`src/rtl/bscan_pkg.sv`:
```
package bscan_pkg;

  typedef enum logic [1:0] {
    PIN_IN    = 2'd0,
    PIN_OUT   = 2'd1,
    PIN_TRI   = 2'd2,
    PIN_BIDIR = 2'd3
  } pin_kind_e;

  // chain positions used by one pin of the given kind
  function automatic int kind_bits(input logic [1:0] kind);
    case (kind)
      2'd0:    return 2;
      2'd1:    return 2;
      2'd2:    return 4;
      default: return 6;
    endcase
  endfunction

endpackage

```
`src/rtl/bscan_tap_mux.sv`:
```
module bscan_tap_mux (
  input  logic sel,
  input  logic thru,
  input  logic test,
  output logic y
);
  assign y = sel ? test : thru;
endmodule

```
`src/rtl/bscan_chain_reg.sv`:
```
module bscan_chain_reg #(
  parameter int LEN = 14
) (
  input  logic           clk,
  input  logic           rst_n,
  input  logic           cap_en,
  input  logic           shift_en,
  input  logic           upd_en,
  input  logic           scan_in,
  input  logic [LEN-1:0] cap_vec,
  output logic [LEN-1:0] chain_q,
  output logic [LEN-1:0] hold_q,
  output logic           scan_out
);

  always_ff @(posedge clk or negedge rst_n) begin
    if (!rst_n) begin
      chain_q <= '0;
    end else if (cap_en) begin
      chain_q <= cap_vec;
    end else if (shift_en) begin
      chain_q <= {scan_in, chain_q[LEN-1:1]};
    end
  end

  always_ff @(posedge clk or negedge rst_n) begin
    if (!rst_n) begin
      hold_q <= '0;
    end else if (upd_en) begin
      hold_q <= chain_q;
    end
  end

  assign scan_out = chain_q[0];

endmodule

```
`src/rtl/bscan_pad_chain.sv`:
```
module bscan_pad_chain
  import bscan_pkg::*;
#(
  parameter int                  NUM_PINS  = 4,
  parameter logic [2*NUM_PINS-1:0] PIN_KINDS = 8'b11_10_01_00
) (
  input  logic                clk,
  input  logic                rst_n,
  input  logic                scan_mode,
  input  logic                cap_en,
  input  logic                shift_en,
  input  logic                upd_en,
  input  logic                scan_in,
  output logic                scan_out,
  input  logic [NUM_PINS-1:0] core_out,
  input  logic [NUM_PINS-1:0] core_oe,
  output logic [NUM_PINS-1:0] core_in,
  output logic [NUM_PINS-1:0] pad_out,
  output logic [NUM_PINS-1:0] pad_oe,
  input  logic [NUM_PINS-1:0] pad_in
);

  // first chain position of pin p (p == NUM_PINS gives the chain length)
  function automatic int pin_base(input int p);
    int acc;
    acc = 0;
    for (int q = 0; q < p; q++) acc += kind_bits(PIN_KINDS[2*q +: 2]);
    return acc;
  endfunction

  localparam int CHAIN_LEN = pin_base(NUM_PINS);

  logic                 intercept;
  logic [CHAIN_LEN-1:0] cap_vec;
  logic [CHAIN_LEN-1:0] chain_q;
  logic [CHAIN_LEN-1:0] hold_q;

  always_ff @(posedge clk or negedge rst_n) begin
    if (!rst_n) intercept <= 1'b0;
    else        intercept <= scan_mode;
  end

  bscan_chain_reg #(.LEN(CHAIN_LEN)) u_chain (
    .clk      (clk),
    .rst_n    (rst_n),
    .cap_en   (cap_en),
    .shift_en (shift_en),
    .upd_en   (upd_en),
    .scan_in  (scan_in),
    .cap_vec  (cap_vec),
    .chain_q  (chain_q),
    .hold_q   (hold_q),
    .scan_out (scan_out)
  );

  for (genvar p = 0; p < NUM_PINS; p++) begin : g_pin
    localparam logic [1:0] KIND = PIN_KINDS[2*p +: 2];
    localparam int         B    = pin_base(p);

    if (KIND == PIN_IN) begin : g_in
      assign cap_vec[B]   = pad_in[p];
      assign cap_vec[B+1] = hold_q[B+1];
      assign pad_out[p]   = 1'b0;
      assign pad_oe[p]    = 1'b0;
      bscan_tap_mux u_ci (.sel(intercept), .thru(pad_in[p]), .test(hold_q[B+1]), .y(core_in[p]));
    end else if (KIND == PIN_OUT) begin : g_out
      assign cap_vec[B]   = core_out[p];
      assign cap_vec[B+1] = hold_q[B+1];
      assign pad_oe[p]    = 1'b1;
      assign core_in[p]   = 1'b0;
      bscan_tap_mux u_po (.sel(intercept), .thru(core_out[p]), .test(hold_q[B+1]), .y(pad_out[p]));
    end else if (KIND == PIN_TRI) begin : g_tri
      assign cap_vec[B]   = core_out[p];
      assign cap_vec[B+1] = core_oe[p];
      assign cap_vec[B+2] = hold_q[B+2];
      assign cap_vec[B+3] = hold_q[B+3];
      assign core_in[p]   = 1'b0;
      bscan_tap_mux u_po (.sel(intercept), .thru(core_out[p]), .test(hold_q[B+2]), .y(pad_out[p]));
      bscan_tap_mux u_pe (.sel(intercept), .thru(core_oe[p]),  .test(hold_q[B+3]), .y(pad_oe[p]));
    end else begin : g_bidir
      assign cap_vec[B]   = core_out[p];
      assign cap_vec[B+1] = core_oe[p];
      assign cap_vec[B+2] = pad_in[p];
      assign cap_vec[B+3] = hold_q[B+3];
      assign cap_vec[B+4] = hold_q[B+4];
      assign cap_vec[B+5] = hold_q[B+5];
      bscan_tap_mux u_po (.sel(intercept), .thru(core_out[p]), .test(hold_q[B+3]), .y(pad_out[p]));
      bscan_tap_mux u_pe (.sel(intercept), .thru(core_oe[p]),  .test(hold_q[B+4]), .y(pad_oe[p]));
      bscan_tap_mux u_ci (.sel(intercept), .thru(pad_in[p]),   .test(hold_q[B+5]), .y(core_in[p]));
    end
  end

endmodule

```
`config.mk`:
```
export PLATFORM = sky130hd
export DESIGN_NAME = bscan_pad_chain
export DESIGN_NICKNAME = d
export VERILOG_FILES = /design/src/rtl/bscan_pkg.sv /design/src/rtl/bscan_tap_mux.sv /design/src/rtl/bscan_chain_reg.sv /design/src/rtl/bscan_pad_chain.sv
export SDC_FILE = /design/constraint.sdc
export NUM_CORES = 1
export LEC_CHECK = 0
export BUFFER_PORTS_ARGS = -buffer_cell sky130_fd_sc_hd__buf_2
export CELL_PAD_IN_SITES_DETAIL_PLACEMENT = 0
export CELL_PAD_IN_SITES_GLOBAL_PLACEMENT = 1
export CORE_MARGIN = 2
export CORE_UTILIZATION = 30
export CTS_CLUSTER_DIAMETER = 40
export DETAILED_ROUTE_END_ITERATION = 8
export PLACE_DENSITY = 0.72
export SLEW_MARGIN = 20
export SYNTH_ARGS = -nofsm -noshare
export SYNTH_HDL_FRONTEND = slang
export SYNTH_SLANG_ARGS = --single-unit
export TNS_END_PERCENT = 1
```
`constraint.sdc`:
```
create_clock -name clk -period 1.6 [get_ports clk]
set_input_delay 0.32 -clock clk [delete_from_list [all_inputs] [get_ports clk]]
set_output_delay 0.32 -clock clk [all_outputs]
set_load 0.05 [all_outputs]
```
### Yosys cells after proc, flatten, opt, wreduce, memory -nomap -nowiden

Index checks and enable logic that the tools add are counted.

* flip-flop bits (word level): 29
* bits in latches: 0
* RAM bits: 0
* bits in read-only memories: 0
* input bits: 19
* output and inout bits: 13
* logic and storage cells: 13
* memories kept: 0

* $add $sub $neg: 0
* multiply operators: 0
* divide/modulo/power cells: 0
* magnitude comparators: 0
* eq/ne operators: 0
* shift-type cells: 0
* multiplexer cells: 9
* bitwise operators: 0
* reduce and logical (&&, ||, !) cells: 1

Operator list (count)
* $mux W14: 2
* $mux W1: 7
* $reduce_bool A2 Y1: 1

### Logic depth before layout (Yosys ltp)

Gate-level depths: netlist of run 1.

* depth after elaboration: 2
* gate-level depth with buffers: 4
* mapped depth without buffers: 2

### Cells and area by module

Synthesis of run 1 repeated with hierarchy kept, for this count alone.

* cells, all modules: 106
* area, all modules: 1361.3 um2

By module, submodules not included
* bscan_chain_reg: instances 1, cells an instance 91, area an instance 1186.1 um2, seq. area each 700.7 um2
* bscan_tap_mux: instances 7, cells an instance 1, area an instance 15.0 um2, seq. area each 0.0 um2
* bscan_pad_chain: instances 1, cells an instance 8, area an instance 70.1 um2, seq. area each 25.0 um2

### Worst setup path after synthesis of run 1

OpenSTA, ideal clock, no wires.

* path type: register to output
* from: register intercept
* to: output core_in[0]
* arrival: 0.975 ns
* required time: 1.280 ns
* slack: 0.305 ns
* cell stages (with the launch flop): 4
* path buffers: 2
* path through: dfrtp_1 -> buf_2 -> mux2_2 -> buf_4

* word-level cells in the longest chain between the ends: 1

Ends and longest elaborated chain
* from (decl): RTL line bscan_pad_chain.sv:33 `logic intercept;`
* from (signal assigned): RTL line bscan_pad_chain.sv:40 `else intercept <= scan_mode;`
* $mux W1: RTL line bscan_tap_mux.sv:7 `assign y = sel ? test : thru;`
* to (decl): RTL line bscan_pad_chain.sv:17 `output logic [NUM_PINS-1:0] core_in,`

No other way between the ends.

### Final worst setup path of run 1

* from: register intercept
* to: output pad_oe[2]

* word-level cells in the longest chain between the ends: 1

Ends and longest elaborated chain
* $mux W1: RTL line bscan_tap_mux.sv:7
* to (decl): RTL line bscan_pad_chain.sv:19 `output logic [NUM_PINS-1:0] pad_oe,`

No other way between the ends.

==> results.toml, run 1 <==
[sta]
fin_skew_ps = 5.07
tns_ps = 0
clock.fmax_ghz = 0.632
rsz0062_at_grt = "yes"
final-hold-violation-count = 0
post-route-period-util_pct = 98.9
setup_viol = 0
setup_ws_ps = 17.9
layout_min_cycle_time_ps = 1580
whs_ps = 14.5
drv_slew = 0

[die]
dieArea_sq_mm = 0.00425
start_util_pct = 31.0
die_w_microns = 65.2
rows = 22
coreArea_sq_mm = 0.00363
die_y_microns = 65.2
io_pins = 32

[run_status]
outcome = "completed"

[global_route]
grt_pass1_vias = 715
grt_pass1_wl_microns = 3310
grt_antenna_before_repair = 0
grt_max_degree = 29
grt_overflow = 0
grt_usage_pct = 10.1

[worst_setup_path]
crit_fanout = 4
worstSetupPathType = "flop to primary output"
crit_arrival_ps = 1260
crit_path_start_kind = "flop"
cp.required_ps = 1280
worstSetupEndpointType = "primary output"

[power_and_ir_drop]
power.leakage_nw = 0.648
powerDensity_mw_per_mm2 = 1290
peakVddDrop_mv = 0.354

[route]
m1WireLength_microns = 785
first_pass_iters = 3
viasPerCell = 4.37
drcViolationCount = 0
num_vias = 691
wl_met2_microns = 1040
final_antenna_net_count = 0
wl_per_cell_microns = 12.3
routed.top_layer = "met4"
drt_iter0_markers = 45
wl_met3_microns = 75
wl_microns = 1950

[logic_synthesis]
synthSimpleGateAreaFrac_pct = 4.67
avgSynthCellArea_sq_um = 11.4
synthMuxAreaShare_pct = 26.5
synthAdderAreaFrac_pct = 0
synth_compound_gate_area_share_pct = 6.23
ys_ff_latch = 22
synthXorXnorAreaFrac_pct = 0
syn_inst = 99
syn_area_sq_mm = 0.00112
synth_top_family_by_area = "multiplexers"
synth_cell_types = 11
yosysWarnings = 0
yosysSeqAreaShare_pct = 48.9

[cts]
clk_pin_slew_worst_paths_ps = 80
clkSinkCount = 22
h-tree-depth = 1
numCtsBuffers = 3
cts_tree = "built"
clk_path_buf_depth = 2
cts-root-buf = "clkbuf_8"
worstSkewPairLatency_ps = 260
postCtsSetupRepairBufs = 0
cts_hold_buf = 0

[cells_and_area]
diodes = 0
design_area_sq_mm = 0.00132
layout-drive-gt1-share_pct = 37.3
final_nets = 130
register_area_sq_um = 551
multiInputGateArea_sq_um = 454
stdcell_count = 158
area_growth_pct = 17.6
fill_cells = 383

[min_path]
hold_class = "input pin to asynchronous set/reset pin"

[place]
gp_congestion = 0.718
pre_cts_ws_ps = 267
placed_area_sq_mm = 0.00117
dp_cells = 154
dpl.hpwl_microns = 1390
io_buffers = 21

[flow_run]
cap_violations = 0
[cells by family after synthesis]
group                  Yosys count
multiplexers                    28
flip-flops                      22
buffers and inverters           19
AO/OA/AOI/OAI                   14
AND/OR/NAND/NOR                 14
other                            2
[synthesized netlist by cell type (all sizes together)]
cell / instances / area share [%]
buf: 19 / 13
conb: 2 / 0.67
dfrtp: 22 / 49
mux2: 14 / 14
mux2i: 14 / 12
nand2: 14 / 4.7
o21ai: 14 / 6.2
[metal layers]
metal	GRT usage (%)	up-vias
li1	-	337
met1	12.0	335
met2	17.3	15
met3	1.54	4
met4	5.47	0
met5	0	-
[state kept, by name (all words and copies together), names as in the netlist]
signal and flops:
intercept 1, u_chain.chain_q 14, u_chain.hold_q 7
[cell usage in the layout, fill, tap and decap left out]
cell type  netlist  routed
dfrtp_1         22      22
mux2i_1         14      14
nand2_1         14      14
buf_2            5      14
mux2_2          14      10
o21ai_1         10      10
conb_1           2       5
buf_6            1       5
mux2_4           0       4
o21ai_0          4       4
buf_8            0       4
clkbuf_8         0       3
bufinv_16        0       1
[what timing repair did]
item	in CTS	in global routing
resized for setup	11	13
endpoints found under the setup margin	7	7
pin swaps	0	0
[power breakdown]
| part | switching, mW | internal [mW] | total [mW] |
|---|---|---|---|
| Sequential | 0.0714 | 0.657 | 0.729 |
| Clock | 0.173 | 0.334 | 0.507 |
| Combinational | 0.267 | 0.208 | 0.475 |
| Total | 0.511 | 1.20 | 1.71 |
[layout make-up]
type	instances	share of cell area [%]
flip-flops and latches	22	41.6
clock buffers	3	3.12
repair buffers	23	14.1
clock inverters	1	2.27
well taps	48	4.54
multi-input cells	61	34.3
[worst paths after layout]
check	start	end	slack [ps]	cells past startpoint
worst max register to register	u_chain.chain_q[4]$_DFFE_PN0P_	u_chain.chain_q[3]$_DFFE_PN0P_	800	2
worst min register to register	u_chain.hold_q[13]$_DFFE_PN0P_	u_chain.chain_q[13]$_DFFE_PN0P_	520	2
worst min-delay path	rst_n	u_chain.chain_q[12]$_DFFE_PN0P_	10	1
min in group clk	scan_mode	intercept$_DFF_PN0_	160	1
max in group asynchronous	rst_n	u_chain.hold_q[13]$_DFFE_PN0P_	1250	1
worst max-delay path	intercept$_DFF_PN0_	pad_oe[2]	20	3
[metrics by stage]
| step | util, % | power, mW |
|---|---|---|
| floorplan | - | 1.10 |
| detailed placement | 32.2 | 1.14 |
| global route | 36.4 | 1.79 |
| global placement | 32.2 | 1.13 |
| finish | 36.4 | 1.71 |
| CTS | 35.1 | 1.69 |
[critical path, cell delays in order, from the launching register on]
cell	delay [ps]
dfrtp_1	400
buf_6	140
mux2_4	300
buf_8	150
No activity file was read; power rests on OpenSTA's default activity.
==> inputs of run 2 (changes only) <==
--- a/config.mk
+++ b/config.mk
@@ -12,7 +12,8 @@
 export CORE_UTILIZATION = 30
 export CTS_CLUSTER_DIAMETER = 40
 export DETAILED_ROUTE_END_ITERATION = 8
-export PLACE_DENSITY = 0.72
+export GPL_ROUTABILITY_DRIVEN = 1
+export PLACE_DENSITY_LB_ADDON = 0.1
 export SLEW_MARGIN = 20
 export SYNTH_ARGS = -nofsm -noshare
 export SYNTH_HDL_FRONTEND = slang
==> results.toml, run 2 (synthesis gave the netlist of run 1 again) <==
[run_status]
outcome = "completed"

[global_route]
grt_overflow = 0
grt_pass1_vias = 727
grt_usage_pct = 10.5
grt_max_degree = 29
grtUsageMet3_pct = 2.91
grt_pass1_wl_microns = 3460
use_met1_pct = 13.7
use_met2_pct = 17.0
grt.busiest_layer = "met2"
grt_antenna_before_repair = 0

[cells_and_area]
final_nets = 130
design_area_sq_mm = 0.00128
fill_cells = 389
diodes = 0
area_growth_pct = 14.2
layout_commonest_cell = "dfrtp_1"
largest_register_ffs = 14
layout-drive-gt1-share_pct = 37.3
layout_common_cells = "22 x dfrtp_1, 14 x mux2_2, 14 x mux2i_1, 14 x nand2_1, 14 x buf_2"
biggestRegsByFlops = "u_chain.chain_q (14), u_chain.hold_q (7), intercept (1)"
top_register = "u_chain.chain_q"

[power_and_ir_drop]
p_comb_share_pct = 26.2
p_clk_share_pct = 30.7
powerDensity_mw_per_mm2 = 1310
power_switching_uw = 512
p_seq_share_pct = 43.1
internal_power_mw = 1.17
power.leakage_nw = 0.625
peakVddDrop_mv = 0.352
switching_share_pct = 30.4

[die]
coreArea_sq_mm = 0.00363
die_y_microns = 65.2
dieArea_sq_mm = 0.00425
rows = 22
die_w_microns = 65.2
start_util_pct = 31.0
io_pins = 32

[cts]
cts-root-buf = "clkbuf_8"
numCtsBuffers = 3
cts_hold_buf = 0
clkSinkCount = 22
h-tree-depth = 1
clk_path_buf_depth = 2
clk_pin_slew_worst_paths_ps = 80
cts_tree = "built"
worstSkewPairLatency_ps = 260

[sta]
setup_viol = 0
drv_slew = 0
rsz0062_at_grt = "yes"
setup_ws_ps = 32.9
tns_ps = 0
post-route-period-util_pct = 97.9
fin_skew_ps = 5.61
layout_min_cycle_time_ps = 1570
clock.fmax_ghz = 0.638
final-hold-violation-count = 0

[worst_setup_path]
worstSetupPathType = "flop to primary output"
crit_fanout = 4
crit_arrival_ps = 1250
rr_endpoint = "u_chain.hold_q[7]$_DFFE_PN0P_"
cp.required_ps = 1280
crit_path_start_kind = "flop"
r2r_start = "u_chain.chain_q[7]$_DFFE_PN0P_"
ff2ff_path_depth = 1
worstSetupEndpointType = "primary output"
rrSetupSlack_ps = 820

[place]
gp_congestion = 0.676
dpl.hpwl_microns = 1410
pre_cts_ws_ps = 272
placed_area_sq_mm = 0.00117
io_buffers = 21

[route]
first_pass_iters = 4
drcViolationCount = 0
final_antenna_net_count = 0
wl_per_cell_microns = 12.7
drt_iter0_markers = 9
num_vias = 707
viasPerCell = 4.47
wl_microns = 2000

[flow_run]
cap_violations = 0

[min_path]
hold_class = "input pin to asynchronous set/reset pin"
run 2: cell types whose count changed in the layout (fill, tap and decap cells not counted):
cell,delta
mux2_2,+4
buf_4,+2
buf_8,-4
buf_6,+2
mux2_4,-4
run 2: cell type report:
class                           instances  area [sq um]  area share (%)
Sequential cell                        22           551            42.8
Multi-Input combinational cell         61           439            34.2
Timing Repair Buffer                   23           164            12.8
Clock buffer                            3          41.3            3.21
Tap cell                               48          60.1            4.67
Clock inverter                          1          30.0            2.34
run 2: worst max-delay path by stage:
stage | from | end | cells past startpoint
6_report | intercept$_DFF_PN0_ | core_in[3] | 3
4_1_cts | intercept$_DFF_PN0_ | pad_oe[2] | 3
3_3_place_gp | intercept$_DFF_PN0_ | core_in[0] | 3
3_5_place_dp | intercept$_DFF_PN0_ | core_in[0] | 3
5_1_grt | intercept$_DFF_PN0_ | pad_oe[3] | 3
2_1_floorplan | intercept$_DFF_PN0_ | core_in[0] | 3
run 2: worst max-delay path, stage by stage, from the launching register on:
cell and delay, ps:
dfrtp_1 350, buf_4 140, mux2_2 340, buf_6 150
run 2: power by group through the flow:
stage / clock (mW) / combinational, mW / sequential [mW]
floorplan: 0 / 0.370 / 0.726
global placement: 0 / 0.398 / 0.738
detailed placement: 0 / 0.402 / 0.739
CTS: 0.533 / 0.438 / 0.728
global route: 0.557 / 0.476 / 0.741
finish: 0.517 / 0.442 / 0.727
run 2: metrics by stage:
stage               utilization [%]  total power [mW]  hold slack [ps]  cells
finish                         35.4              1.69             11.0    158
global route                   35.4              1.77             53.1    158
CTS                            35.1              1.70             30.3    158
detailed placement             32.2              1.14              319    154
global placement               32.2              1.14              329    154
floorplan                         -              1.10             24.4    102
run 2: routing by layer:
metal	wire length (microns)	vias up
li1	-	339
met1	959	351
met2	941	13
met3	78	4
met4	21	0
met5	0	-
run 2: repair_timing:
| item | in CTS | in global routing |
|---|---|---|
| cloned | 0 | 0 |
| buffers inserted | 0 | 0 |
| setup endpoints to repair | 7 | 7 |
| gates resized for setup | 11 | 3 |
| pin swaps | 0 | 0 |
| hold endpoints to repair | 0 | 0 |
